`src/rtl/capcmp_pkg.sv`:
```
package capcmp_pkg;

  typedef enum logic [1:0] {
    ACT_HOLD   = 2'b00,
    ACT_LOW    = 2'b01,
    ACT_HIGH   = 2'b10,
    ACT_TOGGLE = 2'b11
  } cmp_act_e;

  typedef enum logic [1:0] {
    EDGE_OFF  = 2'b00,
    EDGE_RISE = 2'b01,
    EDGE_FALL = 2'b10,
    EDGE_BOTH = 2'b11
  } edge_sel_e;

  function automatic logic next_pin(cmp_act_e act, logic cur);
    case (act)
      ACT_LOW:    return 1'b0;
      ACT_HIGH:   return 1'b1;
      ACT_TOGGLE: return ~cur;
      default:    return cur;
    endcase
  endfunction

  function automatic logic edge_hit(edge_sel_e sel, logic prev, logic cur);
    case (sel)
      EDGE_RISE: return ~prev & cur;
      EDGE_FALL: return prev & ~cur;
      EDGE_BOTH: return prev ^ cur;
      default:   return 1'b0;
    endcase
  endfunction

endpackage

```
`src/rtl/ccp_edge_det.sv`:
```
module ccp_edge_det
  import capcmp_pkg::*;
#(
  parameter int W = 9
) (
  input  logic           clk_i,
  input  logic           rst_ni,
  input  logic [W-1:0]   sig_i,
  input  logic [2*W-1:0] sel_i,
  output logic [W-1:0]   hit_o
);

  logic [W-1:0] prev_q;

  always_ff @(posedge clk_i or negedge rst_ni) begin
    if (!rst_ni) prev_q <= '0;
    else         prev_q <= sig_i;
  end

  always_comb begin
    for (int k = 0; k < W; k++) begin
      hit_o[k] = edge_hit(edge_sel_e'(sel_i[2*k +: 2]), prev_q[k], sig_i[k]);
    end
  end

endmodule

```
`src/rtl/ccp_counter.sv`:
```
module ccp_counter #(
  parameter int W = 16
) (
  input  logic         clk_i,
  input  logic         rst_ni,
  input  logic         tick_i,
  input  logic         ld_i,
  input  logic [W-1:0] ld_val_i,
  output logic [W-1:0] cnt_o,
  output logic         wrap_o
);

  logic [W-1:0] cnt_q;

  always_ff @(posedge clk_i or negedge rst_ni) begin
    if (!rst_ni)     cnt_q <= '0;
    else if (ld_i)   cnt_q <= ld_val_i;
    else if (tick_i) cnt_q <= cnt_q + W'(1);
  end

  assign cnt_o  = cnt_q;
  assign wrap_o = tick_i & ~ld_i & (&cnt_q);

  assert_count_step_R1: assert property (@(posedge clk_i) disable iff (!rst_ni)
    (tick_i && !ld_i) |=> (cnt_o == $past(cnt_o) + W'(1)));

  assert_load_wins_R1: assert property (@(posedge clk_i) disable iff (!rst_ni)
    ld_i |=> (cnt_o == $past(ld_val_i)));

  assert_hold_idle_R1: assert property (@(posedge clk_i) disable iff (!rst_ni)
    (!tick_i && !ld_i) |=> $stable(cnt_o));

  assert_wrap_zero_R2: assert property (@(posedge clk_i) disable iff (!rst_ni)
    wrap_o |=> (cnt_o == '0));

endmodule

```
`src/rtl/ccp_slot.sv`:
```
module ccp_slot
  import capcmp_pkg::*;
#(
  parameter int W = 16
) (
  input  logic         clk_i,
  input  logic         rst_ni,
  input  logic [W-1:0] cnt_i,
  input  logic         tick_i,
  input  logic         cmp_mode_i,
  input  logic [1:0]   act_i,
  input  logic         cap_hit_i,
  input  logic         wr_i,
  input  logic [W-1:0] wr_val_i,
  output logic [W-1:0] val_o,
  output logic         pin_o,
  output logic         cutoff_o,
  output logic         event_o
);

  logic [W-1:0] val_q;
  logic         pin_q, cutoff_q;
  logic         match, cap;

  assign match = tick_i & cmp_mode_i & (cnt_i == val_q);
  assign cap   = cap_hit_i & ~cmp_mode_i;

  always_ff @(posedge clk_i or negedge rst_ni) begin
    if (!rst_ni) begin
      val_q    <= '0;
      pin_q    <= 1'b0;
      cutoff_q <= 1'b0;
    end else begin
      if (wr_i)     val_q <= wr_val_i;   // software beats capture
      else if (cap) val_q <= cnt_i;
      if (match)    pin_q <= next_pin(cmp_act_e'(act_i), pin_q);
      cutoff_q <= match;
    end
  end

  assign val_o    = val_q;
  assign pin_o    = pin_q;
  assign cutoff_o = cutoff_q;
  assign event_o  = match | cap;

  assert_act_high_R3: assert property (@(posedge clk_i) disable iff (!rst_ni)
    (match && act_i == 2'b10) |=> pin_o);

  assert_act_low_R3: assert property (@(posedge clk_i) disable iff (!rst_ni)
    (match && act_i == 2'b01) |=> !pin_o);

  assert_act_toggle_R3: assert property (@(posedge clk_i) disable iff (!rst_ni)
    (match && act_i == 2'b11) |=> (pin_o != $past(pin_o)));

  assert_no_tick_hold_R4: assert property (@(posedge clk_i) disable iff (!rst_ni)
    !tick_i |=> $stable(pin_o));

  assert_capture_value_R5: assert property (@(posedge clk_i) disable iff (!rst_ni)
    (cap_hit_i && !cmp_mode_i && !wr_i) |=> (val_o == $past(cnt_i)));

  assert_cap_mode_pin_R6: assert property (@(posedge clk_i) disable iff (!rst_ni)
    !cmp_mode_i |=> $stable(pin_o));

  assert_cutoff_cmp_only_R9: assert property (@(posedge clk_i) disable iff (!rst_ni)
    cutoff_o |-> $past(cmp_mode_i));

  assert_write_wins_R12: assert property (@(posedge clk_i) disable iff (!rst_ni)
    wr_i |=> (val_o == $past(wr_val_i)));

endmodule

```
`src/rtl/capcmp_timer16.sv`:
```
module capcmp_timer16
  import capcmp_pkg::*;
#(
  parameter  int NUM_GR = 8,
  parameter  int CNT_W  = 16,
  localparam int ADDR_W = $clog2(NUM_GR + 4),
  localparam int FLAG_W = NUM_GR + 3
) (
  input  logic                clk_i,
  input  logic                rst_ni,
  input  logic                tick_i,
  input  logic                wr_en_i,
  input  logic [ADDR_W-1:0]   wr_addr_i,
  input  logic [CNT_W-1:0]    wr_data_i,
  input  logic [ADDR_W-1:0]   rd_addr_i,
  output logic [CNT_W-1:0]    rd_data_o,
  input  logic [NUM_GR-1:0]   gr_mode_i,
  input  logic [2*NUM_GR-1:0] gr_act_i,
  input  logic [2*NUM_GR-1:0] gr_edge_i,
  input  logic [1:0]          ocr_act_i,
  input  logic [1:0]          trig_edge_i,
  input  logic [NUM_GR-1:0]   cc_pin_i,
  input  logic                trig_i,
  output logic [NUM_GR-1:0]   cc_pin_o,
  output logic                ocr_pin_o,
  output logic [NUM_GR-1:0]   cutoff_o,
  output logic [FLAG_W-1:0]   irq_flags_o
);

  localparam logic [ADDR_W-1:0] A_OCR  = ADDR_W'(NUM_GR);
  localparam logic [ADDR_W-1:0] A_FLAG = ADDR_W'(NUM_GR + 1);
  localparam logic [ADDR_W-1:0] A_CNT  = ADDR_W'(NUM_GR + 2);
  localparam logic [ADDR_W-1:0] A_TCR  = ADDR_W'(NUM_GR + 3);

  logic [CNT_W-1:0]  cnt;
  logic              wrap;
  logic [NUM_GR:0]   hits;
  logic [CNT_W-1:0]  gr_val [NUM_GR];
  logic [NUM_GR-1:0] gr_ev;
  logic [CNT_W-1:0]  ocr_q, tcr_q;
  logic              ocr_pin_q, ocr_hit, tcr_hit;
  logic [FLAG_W-1:0] flags_q, clr_mask, ev_vec, keep_mask;

  ccp_counter #(.W(CNT_W)) u_cnt (
    .clk_i    (clk_i),
    .rst_ni   (rst_ni),
    .tick_i   (tick_i),
    .ld_i     (wr_en_i && wr_addr_i == A_CNT),
    .ld_val_i (wr_data_i),
    .cnt_o    (cnt),
    .wrap_o   (wrap)
  );

  // top bit is the trigger input, the rest are the general-register pins
  ccp_edge_det #(.W(NUM_GR + 1)) u_edge (
    .clk_i  (clk_i),
    .rst_ni (rst_ni),
    .sig_i  ({trig_i, cc_pin_i}),
    .sel_i  ({trig_edge_i, gr_edge_i}),
    .hit_o  (hits)
  );

  for (genvar g = 0; g < NUM_GR; g++) begin : g_slot
    ccp_slot #(.W(CNT_W)) u_slot (
      .clk_i      (clk_i),
      .rst_ni     (rst_ni),
      .cnt_i      (cnt),
      .tick_i     (tick_i),
      .cmp_mode_i (gr_mode_i[g]),
      .act_i      (gr_act_i[2*g +: 2]),
      .cap_hit_i  (hits[g]),
      .wr_i       (wr_en_i && wr_addr_i == ADDR_W'(g)),
      .wr_val_i   (wr_data_i),
      .val_o      (gr_val[g]),
      .pin_o      (cc_pin_o[g]),
      .cutoff_o   (cutoff_o[g]),
      .event_o    (gr_ev[g])
    );
  end

  assign ocr_hit = tick_i & (cnt == ocr_q);
  assign tcr_hit = hits[NUM_GR];

  always_ff @(posedge clk_i or negedge rst_ni) begin
    if (!rst_ni) begin
      ocr_q     <= '0;
      ocr_pin_q <= 1'b0;
      tcr_q     <= '0;
    end else begin
      if (wr_en_i && wr_addr_i == A_OCR) ocr_q <= wr_data_i;
      if (ocr_hit) ocr_pin_q <= next_pin(cmp_act_e'(ocr_act_i), ocr_pin_q);
      if (tcr_hit) tcr_q <= cnt;
    end
  end

  assign ocr_pin_o = ocr_pin_q;

  assign clr_mask  = (wr_en_i && wr_addr_i == A_FLAG) ? wr_data_i[FLAG_W-1:0] : '0;
  assign ev_vec    = {wrap, tcr_hit, ocr_hit, gr_ev};
  assign keep_mask = flags_q & ~clr_mask;

  // set has priority over clear
  always_ff @(posedge clk_i or negedge rst_ni) begin
    if (!rst_ni) flags_q <= '0;
    else         flags_q <= keep_mask | ev_vec;
  end

  assign irq_flags_o = flags_q;

  always_comb begin
    rd_data_o = '0;
    for (int k = 0; k < NUM_GR; k++) begin
      if (rd_addr_i == ADDR_W'(k)) rd_data_o = gr_val[k];
    end
    if (rd_addr_i == A_OCR)  rd_data_o = ocr_q;
    if (rd_addr_i == A_FLAG) rd_data_o = CNT_W'(flags_q);
    if (rd_addr_i == A_CNT)  rd_data_o = cnt;
    if (rd_addr_i == A_TCR)  rd_data_o = tcr_q;
  end

  assert_trig_capture_R7: assert property (@(posedge clk_i) disable iff (!rst_ni)
    tcr_hit |=> (tcr_q == $past(cnt)));

  assert_trig_hold_R7: assert property (@(posedge clk_i) disable iff (!rst_ni)
    !tcr_hit |=> $stable(tcr_q));

  assert_ocr_high_R8: assert property (@(posedge clk_i) disable iff (!rst_ni)
    (ocr_hit && ocr_act_i == 2'b10) |=> ocr_pin_o);

  assert_flag_sticky_R10: assert property (@(posedge clk_i) disable iff (!rst_ni)
    ((irq_flags_o & $past(keep_mask)) == $past(keep_mask)));

  assert_flag_set_R10: assert property (@(posedge clk_i) disable iff (!rst_ni)
    wrap |=> irq_flags_o[FLAG_W-1]);

endmodule

```
`config.mk`:
```
export PLATFORM = sky130hd
export DESIGN_NAME = capcmp_timer16
export DESIGN_NICKNAME = d
export VERILOG_FILES = /design/src/rtl/capcmp_pkg.sv /design/src/rtl/ccp_edge_det.sv /design/src/rtl/ccp_counter.sv /design/src/rtl/ccp_slot.sv /design/src/rtl/capcmp_timer16.sv
export SDC_FILE = /design/constraint.sdc
export NUM_CORES = 1
export LEC_CHECK = 0
export BUFFER_PORTS_ARGS = -buffer_cell sky130_fd_sc_hd__clkbuf_2
export CAP_MARGIN = 20
export CORE_UTILIZATION = 46
export CTS_CLUSTER_SIZE = 24
export DETAILED_ROUTE_END_ITERATION = 12
export PLACE_DENSITY = 0.75
export SYNTH_ARGS = -nofsm -noshare
export SYNTH_HDL_FRONTEND = slang
export SYNTH_HIERARCHICAL = 1
export SYNTH_SLANG_ARGS = --single-unit
```
`constraint.sdc`:
```
create_clock -name clk_i -period 2.29 [get_ports clk_i]
set_input_delay 0.1145 -clock clk_i [delete_from_list [all_inputs] [get_ports clk_i]]
set_output_delay 0.1145 -clock clk_i [all_outputs]
set_load 0.02 [all_outputs]
```
==> results.md <==
- Clock Latency Late Sink: 0.55 ns
- Crit path max fanout: 2
- CTS clock-pin slew for the worst setup and hold paths: 0.06 ns
- RSZ-0062 raised after global routing: yes
- Final Net Count: 1730
- DRT antenna net count: 0
- Largest net degree at the start of global routing: 76
- Period minus WS final: 2.507 ns
- # diodes: 0
- GRT overflow: 0
- Detail Placement HPWL: 34350 um
- Row count: 62
- Outcome: finished with violations
- Clk sinks: 213
- Sequential cell area fraction in the yosys report: 39.34%
- Fin crit share: 109.5%
- Final worst setup slack: -0.2170 ns
- CTS tree: built
- Number of top-level pins: 125
- # setup viols final: 7
- Pwr Density: 1100 nW/um^2
- Vias per cell: 6.118
- Syn Area/Cell: 9.665 um^2
- Number of global-route vias before repair: 12040
- Critical path endpoint category: output port
- Initial core utilization: 46.96%
- Port bufs: 124
- WL/cell: 24.31 um
- Hold endpoint: tcr_q[5]
- CP Class: flop to output port
- CTS Buf Count: 26
- Die H: 173.6 um
- Layout cells sized above 1: 23.65%
- TritonRoute pass-1 iters: 5
- Die Wd: 173.6 um
- Synth async-reset ratio: 100.0%
- Post-synth EDFFs: 0
- Mapped Area: 13550 um^2
- Core Area: 28860 um^2
- Commonest non-fill, non-tap cells in the layout: 209 x dfrtp_1, 189 x nand2_1, 168 x o21ai_0
- Clk_skew: 0.02545 ns
- Max Root-Sink Buffers: 3
- Total number of vias: 12440
- Violated checks: setup timing
- Synthesized Nets: 1502
- Layout area overhead: 22.37%
- CP required: 2.18 ns
- DRC viols: 0
- R2R Setup Slk: 0.18 ns
- Total chip power: 18.23 mW
- Commonest non-fill, non-tap cell in the layout: dfrtp_1
- Hold Vio Cnt, Final: 0
- Hold_sp: trig_edge_i[0]
- Final core utilization: 57.46%
- VDD IR max: 0.8970 mV
- Hold WC Path Type: input pin to flop
- First-pass GRT wire length: 74040 um
- Worst-Margin Slew: 0.8564 ns
- GRT Total Usage: 32.65%
- Antenna violations before repair: 1
- Die ar.: 30150 um^2
- Worst reg2reg path startpoint: u_cnt/cnt_o[1]
- Reg2reg end: irq_flags_o[6]
- Arr. time, crit path: 2.39 ns
- Root buffer cell: clkbuf_16
- Worst slew margin: 42.91%
- Initial drt markers: 1686
- Lkg Pwr: 7.658 nW
- DRT Wirelength: 49430 um
- Yosys reg bits: 213
- Max Cap Viol: 0
- Synth Instances: 1402
- CTS HTree Levels: 1
- Top FF cell, synth: dfrtp_1
- Unique masters post-synth: 58
- Fmax: 0.3989 GHz
- Yosys warnings: 6
- Final estimated routing congestion in global placement: 0.9792
- Fillers: 2520
- Final Max Slew Viols: 0
- Worst R2R Path Depth: 7
- Worst setup SP type: flop
- Hold depth: 3
## metal layers
layer / share of wire [%] / up-vias / global-route usage, %
li1: - / 5453 / -
met1: 40 / 6061 / 45.83
met2: 43 / 800 / 49.28
met3: 11 / 124 / 6.075
met4: 5.2 / 0 / 14.18
met5: 0 / - / 0
## state kept, by name (all words and copies together), names as in the netlist
register,count
ocr_q,16
u_edge/prev_q,9
tcr_q,16
irq_flags_o,11
ocr_pin_o,1
g_slot.u_slot/cutoff_o,8
g_slot.u_slot/val_o,128
u_cnt/cnt_o,16
g_slot.u_slot/pin_o,8
## report_power, final
part	total, mW	internal [mW]	switching [mW]
clock network	4.39	2.67	1.72
registers	6.70	5.03	1.67
logic	7.14	3.43	3.71
total	18.2	11.1	7.10
## how the worst max path moves through the flow
| stage | from | end | slack (ns) | depth (start not counted) |
|---|---|---|---|---|
| after global routing | g_slot[3].u_slot/val_o[2] | rd_data_o[2] | -0.23 | 5 |
| after detailed placement | rd_addr_i[2] | rd_data_o[14] | 0.16 | 8 |
| after CTS | g_slot[3].u_slot/val_o[0] | rd_data_o[0] | -0.22 | 5 |
| after global placement | rd_addr_i[0] | rd_data_o[12] | 0.14 | 7 |
| final | g_slot[2].u_slot/val_o[2] | rd_data_o[2] | -0.22 | 5 |
| after floorplan | u_edge/prev_q[8] | tcr_q[8] | 0.33 | 7 |
## repair_timing
| action | CTS | global route |
|---|---|---|
| buffers inserted | 24 | 10 |
| hold buffers | 28 | 0 |
| endpoints found under the setup margin | 11 | 11 |
| endpoints found under the hold margin | 87 | 0 |
| gates resized for setup | 16 | 10 |
| pin swaps | 18 | 15 |
## layout make-up
cell class	count	area, um^2	area share [%]
clock inverter	14	192.7	1.162
timing repair buffer	281	2024	12.21
tap	384	480.5	2.897
inverter	28	105.1	0.6338
sequential	213	5335	32.17
multi-input combinational	1080	7727	46.60
clock buffer	33	716.9	4.324
## per-stage QoR
step                      hold slack [ns]  cell area [um^2]  setup TNS (ns)  instances  setup WS, ns
after floorplan                   -0.1811             13550               0       1402        0.3338
after global placement             0.1255             15080               0       1924        0.1381
after detailed placement           0.1278             15080               0       1924        0.1636
after CTS                         0.04793             16470          -1.156       2022       -0.2203
after global routing              0.05915             16580          -1.267       2033       -0.2281
final                             0.04326             16580          -1.098       2033       -0.2170
## cells in the mapped netlist (17+ instances only)
library cell | number | area share, %
mux2i_1 | 166 | 12
dfrtp_1 | 213 | 39
nor2b_1 | 19 | 0.88
inv_1 | 27 | 0.75
xnor2_1 | 115 | 7.4
ha_1 | 19 | 1.8
a21oi_1 | 31 | 1.1
mux2_2 | 39 | 3.2
nand4_1 | 30 | 1.4
o211ai_1 | 17 | 0.94
buf_2 | 18 | 0.66
nand2b_1 | 23 | 1.1
nand2_1 | 189 | 5.2
nor3_1 | 18 | 0.66
clkbuf_1 | 36 | 1.0
buf_4 | 23 | 1.3
xor2_1 | 41 | 2.7
a31oi_1 | 19 | 0.88
o21ai_0 | 169 | 6.2
nor2_1 | 30 | 0.83
## logic make-up after synthesis
| family | after synthesis | synth area share [%] |
|---|---|---|
| buffers and inverters | 109 | 4.017 |
| XOR/XNOR | 156 | 10.08 |
| AND/OR/NAND/NOR | 370 | 13.41 |
| adder cells (fa/ha/maj) | 19 | 1.754 |
| multiplexers | 217 | 17.61 |
| flip-flops | 213 | 39.34 |
| AO/OA/AOI/OAI | 318 | 13.79 |
## critical path, cell delays in order (launching register included)
cell and delay [ns]:
dfrtp_1 0.42, mux4_2 0.48, o211ai_1 0.35, o211ai_1 0.16, a22o_1 0.27, clkbuf_8 0.16
No activity file was read; power rests on OpenSTA's default activity.
